**src/rtl/eeprom_status_guard.sv**
```systemverilog
module eeprom_status_guard #(
  parameter int ADDR_W = 11
) (
  input  logic              clk,
  input  logic              rst_n,
  input  logic              cmd_wren,
  input  logic              cmd_wrdi,
  input  logic              cmd_wrsr,
  input  logic [7:0]        cmd_sr_data,
  input  logic              cmd_write,
  input  logic [ADDR_W-1:0] cmd_addr,
  input  logic              wp_n,
  input  logic              cycle_done,
  output logic [7:0]        status,
  output logic              wr_ok,
  output logic              wrsr_ok,
  output logic              prot_any,
  output logic [ADDR_W-1:0] prot_lo,
  output logic [ADDR_W-1:0] prot_hi
);
  localparam int QW = ADDR_W - 2;

  logic       srwd, wel, busy, sr_pend, nxt_srwd;
  logic [1:0] bp, nxt_bp;
  logic       hw_lock, in_fence;

  assign hw_lock  = srwd & ~wp_n;
  assign prot_any = |bp;
  assign prot_hi  = prot_any ? {ADDR_W{1'b1}} : '0;

  always_comb begin
    case (bp)
      2'b01:   prot_lo = {2'b11, {QW{1'b0}}};
      2'b10:   prot_lo = {2'b10, {QW{1'b0}}};
      default: prot_lo = '0;
    endcase
  end

  assign in_fence = prot_any & (cmd_addr >= prot_lo);
  assign wr_ok    = cmd_write & wel & ~busy & ~in_fence;
  assign wrsr_ok  = cmd_wrsr & wel & ~busy & ~hw_lock;
  assign status   = {srwd, 3'b000, bp, wel, busy};

  always_ff @(posedge clk or negedge rst_n) begin
    if (!rst_n) begin
      srwd     <= 1'b0;
      bp       <= 2'b00;
      wel      <= 1'b0;
      busy     <= 1'b0;
      sr_pend  <= 1'b0;
      nxt_srwd <= 1'b0;
      nxt_bp   <= 2'b00;
    end else if (busy) begin
      if (cycle_done) begin
        busy    <= 1'b0;
        wel     <= 1'b0;
        sr_pend <= 1'b0;
        if (sr_pend) begin
          srwd <= nxt_srwd;
          bp   <= nxt_bp;
        end
      end
    end else if (wr_ok || wrsr_ok) begin
      busy     <= 1'b1;
      sr_pend  <= wrsr_ok;
      nxt_srwd <= cmd_sr_data[7];
      nxt_bp   <= cmd_sr_data[3:2];
    end else if (cmd_wren) begin
      wel <= 1'b1;
    end else if (cmd_wrdi) begin
      wel <= 1'b0;
    end
  end

  a_r6_write_needs_latch_idle: assert property (@(posedge clk) disable iff (!rst_n)
    wr_ok |-> (status[1] && !status[0]));

  a_r8_locked_status_refused: assert property (@(posedge clk) disable iff (!rst_n)
    (cmd_wrsr && status[7] && !wp_n) |-> !wrsr_ok);

  a_r10_busy_after_accept: assert property (@(posedge clk) disable iff (!rst_n)
    (wr_ok || wrsr_ok) |=> status[0]);

  a_r5_done_clears: assert property (@(posedge clk) disable iff (!rst_n)
    (status[0] && cycle_done) |=> (!status[1] && !status[0]));

  a_r9_protect_frozen: assert property (@(posedge clk) disable iff (!rst_n)
    (status[0] && !cycle_done) |=> $stable(status[7:2]));
endmodule

```
**config.mk**
```make
export PLATFORM = sky130hd
export DESIGN_NAME = eeprom_status_guard
export DESIGN_NICKNAME = d
export VERILOG_FILES = /design/src/rtl/eeprom_status_guard.sv
export SDC_FILE = /design/constraint.sdc
export NUM_CORES = 1
export LEC_CHECK = 0
export BUFFER_PORTS_ARGS = -buffer_cell sky130_fd_sc_hd__clkbuf_2
export CORE_MARGIN = 3
export CORE_UTILIZATION = 42
export CTS_CLUSTER_DIAMETER = 200
export DETAILED_ROUTE_END_ITERATION = 7
export PLACE_DENSITY = 0.81
export SLEW_MARGIN = 20
export SYNTH_ARGS = -nofsm -noshare
export SYNTH_HDL_FRONTEND = slang
export SYNTH_SLANG_ARGS = --single-unit
```
**constraint.sdc**
```tcl
create_clock -name clk -period 3.5 [get_ports clk]
set_input_delay 0.7 -clock clk [delete_from_list [all_inputs] [get_ports clk]]
set_output_delay 0.7 -clock clk [all_outputs]
set_load 0.05 [all_outputs]
```
==> results of run 1 <==
-- critical path: stages, from the launching register on --
cell      delay (ns)
dfrtp_1         0.38
inv_1           0.06
ha_1            0.30
inv_1           0.05
ha_1            0.27
nor2b_1         0.13
o21ai_1         0.26
and3_2          0.28
clkbuf_2        0.28
-- layer usage --
metal / wire, um / GRT usage [%]
met5: 0 / 0
met3: 172 / 5.50
met2: 679 / 18.8
met1: 541 / 13.3
met4: 0 / 2.84
-- flip-flops by register name (all words and copies together), names as in the netlist --
signal / cells
bp: 2
busy: 1
nxt_bp: 2
nxt_srwd: 1
sr_pend: 1
srwd: 1
wel: 1
-- layout make-up --
type / instances / area share, %
timing repair buffer: 42 / 23.7
inverter: 8 / 3.39
multi-input combinational: 43 / 41.2
clock buffer: 4 / 2.96
tap: 24 / 3.39
sequential: 9 / 25.4
-- kinds of logic (layout without fill, tap and decap cells) --
| logic type | Yosys count | count (layout) | synth area share, % |
|---|---|---|---|
| buffers and inverters | 34 | 54 | 29.1 |
| AOI/OAI and AO/OA | 6 | 6 | 7.59 |
| adders and majority gates | 4 | 4 | 6.46 |
| muxes | 6 | 6 | 10.2 |
| DFF | 9 | 9 | 29.1 |
| and+or+nand+nor | 15 | 15 | 17.1 |
| other | 1 | 12 | 0.484 |
-- per-stage QoR --
step                std cells  cell area (um^2)  hold slack, ns
global route              130               887           0.287
global placement          126               861           0.492
finish                    130               887           0.278
CTS                       130               887           0.281
floorplan                  86               816           0.404
detailed placement        126               861           0.492
-- worst paths after layout --
kind,startpoint,end,slack (ns)
setup reg to reg,bp[0],nxt_bp[1],1.35
hold reg to reg,nxt_bp[0],nxt_bp[0],0.51
max in group asynchronous,rst_n,bp[0],3.03
hold / removal,rst_n,wel,0.28
min in group clk,nxt_bp[0],nxt_bp[0],0.51
setup / recovery,bp[0],wr_ok,0.53
-- synth_stat cells --
master | count | area, um^2
buf_4 | 26 | 195
dfrtp_1 | 9 | 225
inv_1 | 8 | 30.0
ha_1 | 4 | 50.1
mux2_2 | 3 | 33.8
mux2_4 | 3 | 45.0
nand2_1 | 2 | 7.51
nand2b_1 | 2 | 12.5
nor2b_1 | 2 | 12.5
a31oi_1 | 1 | 6.26
a31oi_4 | 1 | 21.3
a32o_1 | 1 | 10.0
and2_1 | 1 | 6.26
and3_2 | 1 | 7.51
and3_4 | 1 | 11.3
conb_1 | 1 | 3.75
nand3_1 | 1 | 5.00
nand3_2 | 1 | 10.0
nor4_2 | 1 | 12.5
nor4b_2 | 1 | 15.0
nor4b_4 | 1 | 23.8
o21ai_1 | 1 | 5.00
o21bai_1 | 1 | 7.51
o221ai_1 | 1 | 8.76
or3b_1 | 1 | 8.76
==> impl_metrics.ini, run 1 <==
[run_status]
status = finished, final reports clean

[global_route]
antenna_found_initial = 0
grt_max_degree = 14
grt_usage_pct = 11.5
grt_pass1_wl_um = 2170
first_global_vias = 519
grt_remaining_overflow = 0

[cells_and_area]
area_growth_syn_to_layout_pct = 14.5
final_common_cell = clkbuf_2
final_nets = 138
final_core_util_pct = 55.0
layout_common_cells = clkbuf_2, conb_1, dfrtp_1, inv_1, ha_1
layout-drive-gt1-share_pct = 54.7
seq_area_um2 = 225
multiInputGateArea_um2 = 365
insertedDiodeCount = 0
fillers = 151

[clock_tree]
ctsHoldBuffers = 0
cts_setup_buffers = 0
clk_path_buf_depth = 2
clock_sinks = 9
htree_levels = 1
path_clk_slew_ns = 0.06
cts_tree = built
cts_root_buffer = clkbuf_4
clock_latency_ns = 0.26
postCtsResizedCells = 0
cts-buffers-inserted = 3

[synth]
seq_area_frac_synth_pct = 29.1
syn_area_um2 = 774
ys_warn_count = 0
avgSynthCellArea_um2 = 10.3
synth_cells = 75
yosysUniqueCellTypes = 25
ys_seq_elements = 9

[sta]
rsz0062_at_grt = no
maxSlewViolCount = 0
fin_setup_tns_ns = 0
fin_ws_ns = 0.532
finalCritPeriodShare_pct = 84.8
clock_skew_ns = 0.00559
max_freq_mhz = 337
setup_viol = 0
period_needed_ns = 2.97
finalHoldViolCount = 0

[setup_path]
endpoint_kind = primary output
worstSetupPathType = flip-flop to primary output
cp_max_fo = 4
reg2reg_depth = 8
worstPathRequired_ns = 2.80
crit_arrival_ns = 2.27
start_kind = flip-flop

[detailed_routing]
drtIter0Drc = 1
wl_per_cell_um = 10.7
antenna_left = 0
viasPerCell = 4.37
num_vias = 568
dr.pass1.iters = 2
drc = 0
wl_um = 1390

[floorplanning]
top_level_ports = 60
die_w_um = 48.9
row_count = 14
fp.dieH_um = 48.9
die-area_mm2 = 0.00240
start_util_pct = 48.1
core_area_mm2 = 0.00161

[hold_path]
min_path_type = input port to asynchronous set/reset pin

[flow_run]
drv_cap = 0

[placement]
numPortBuffers = 42
place_congestion = 0.781
place_ws_ns = 0.770
Power of run 1 is not shown: default switching activity piles up to over one toggle a cycle in this logic, so the estimate is an artifact.
==> run 2, diff against run 1 <==
CORE_UTILIZATION = 35   (was 42)
PLACE_DENSITY = 0.72   (was 0.81)
clock period = 2.6 ns   (was 3.5 ns; I/O delays follow)
==> impl_metrics.ini, run 2 (same netlist as run 1, synthesis figures left out) <==
[floorplanning]
die_w_um = 53.0
start_util_pct = 38.3
fp.dieH_um = 53.0
core_area_mm2 = 0.00202
top_level_ports = 60
die-area_mm2 = 0.00281
row_count = 16

[global_route]
antenna_found_initial = 0
grt_max_degree = 14
first_global_vias = 539
grt_remaining_overflow = 0
grt_usage_pct = 11.1
grt_pass1_wl_um = 2190

[detailed_routing]
wl_per_cell_um = 10.5
wl_um = 1450
dr.pass1.iters = 4
antenna_left = 0
drtIter0Drc = 2
drc = 0
viasPerCell = 4.21
num_vias = 577

[sta]
period_needed_ns = 2.47
maxSlewViolCount = 0
finalHoldViolCount = 0
fin_setup_tns_ns = 0
setup_viol = 0
max_freq_mhz = 405
clock_skew_ns = 0.00344
finalCritPeriodShare_pct = 95.1

[cells_and_area]
layout-drive-gt1-share_pct = 60.9
insertedDiodeCount = 0
seq_area_um2 = 228
fillers = 199
final_nets = 142
layout_common_cells = clkbuf_2, conb_1, dfrtp_1, inv_1, buf_4
top_regs = bp x2, nxt_bp x2
area_growth_syn_to_layout_pct = 23.3
final_common_cell = clkbuf_2
multiInputGateArea_um2 = 390

[setup_path]
crit_arrival_ns = 1.95
cp_max_fo = 4
start_kind = flip-flop
endpoint_kind = primary output
worstSetupPathType = flip-flop to primary output
worstPathRequired_ns = 2.08

[clock_tree]
cts-buffers-inserted = 3
htree_levels = 1
cts_tree = built
clk_path_buf_depth = 2
ctsHoldBuffers = 0
cts_root_buffer = clkbuf_4
clock_sinks = 9
clock_latency_ns = 0.27
path_clk_slew_ns = 0.06

[flow_run]
drv_cap = 0

[placement]
numPortBuffers = 42
post-dp-hpwl_um = 1240
place_congestion = 0.749

[run_status]
status = finished, final reports clean

[hold_path]
min_path_type = input port to asynchronous set/reset pin
run 2: cell count changes in the layout (fill, tap and decap cells not counted), moves of 2 or more:
cell,before,now
dfrtp_1,9,7
inv_1,8,6
dfrtp_2,0,2
inv_2,0,2
buf_4,0,4
run 2: layout make-up:
type | instances | area share (%)
inverters | 8 | 3.15
multi-input cells | 43 | 40.9
clock buffers | 4 | 2.75
repair buffers | 46 | 25.8
well taps | 27 | 3.54
flip-flops and latches | 9 | 23.9
run 2: per-layer routing:
layer	vias up	global-route usage (%)	routed length, um
li1	285	-	-
met2	37	18.8	716
met3	2	5.63	182
met1	253	11.7	540
met5	-	0	0
met4	0	3.83	6
run 2: final timing paths:
| path | from | endpoint | slack, ns | cells past startpoint |
|---|---|---|---|---|
| worst max-delay path | bp[0] | wr_ok | 0.13 | 8 |
| worst min-delay path | rst_n | nxt_srwd | 0.09 | 1 |
| worst max register to register | bp[0] | nxt_bp[1] | 0.43 | 9 |
| worst min register to register | nxt_srwd | nxt_srwd | 0.52 | 1 |
| max in group asynchronous | rst_n | bp[1] | 2.30 | 1 |
| min in group clk | cmd_sr_data[7] | nxt_srwd | 0.48 | 2 |
run 2: critical path, cell delays in order (launching register included):
cell and delay [ns]:
dfrtp_2 0.39, inv_2 0.05, ha_4 0.25, inv_1 0.04, ha_1 0.27, nor2b_1 0.13
o21ai_1 0.17, and3_4 0.22, buf_6 0.16
run 2: per-stage QoR:
step	hold WS [ns]	instance area (um^2)	instances	util [%]	setup WS [ns]
floorplan	0.224	835	86	-	0.0241
global placement	0.380	891	130	44.1	0.254
detailed placement	0.382	891	130	44.1	0.224
CTS	0.0902	927	135	45.9	0.0184
global route	0.0942	955	137	47.2	-0.0174
finish	0.0921	955	137	47.2	0.128
run 2: repair_timing:
item                                    in CTS  in global routing
endpoints found under the setup margin       1                  1
pin swaps                                    1                  1
setup buffers                                1                  2
gates resized for setup                      1                  5
Power of run 2 is left out for the same reason.
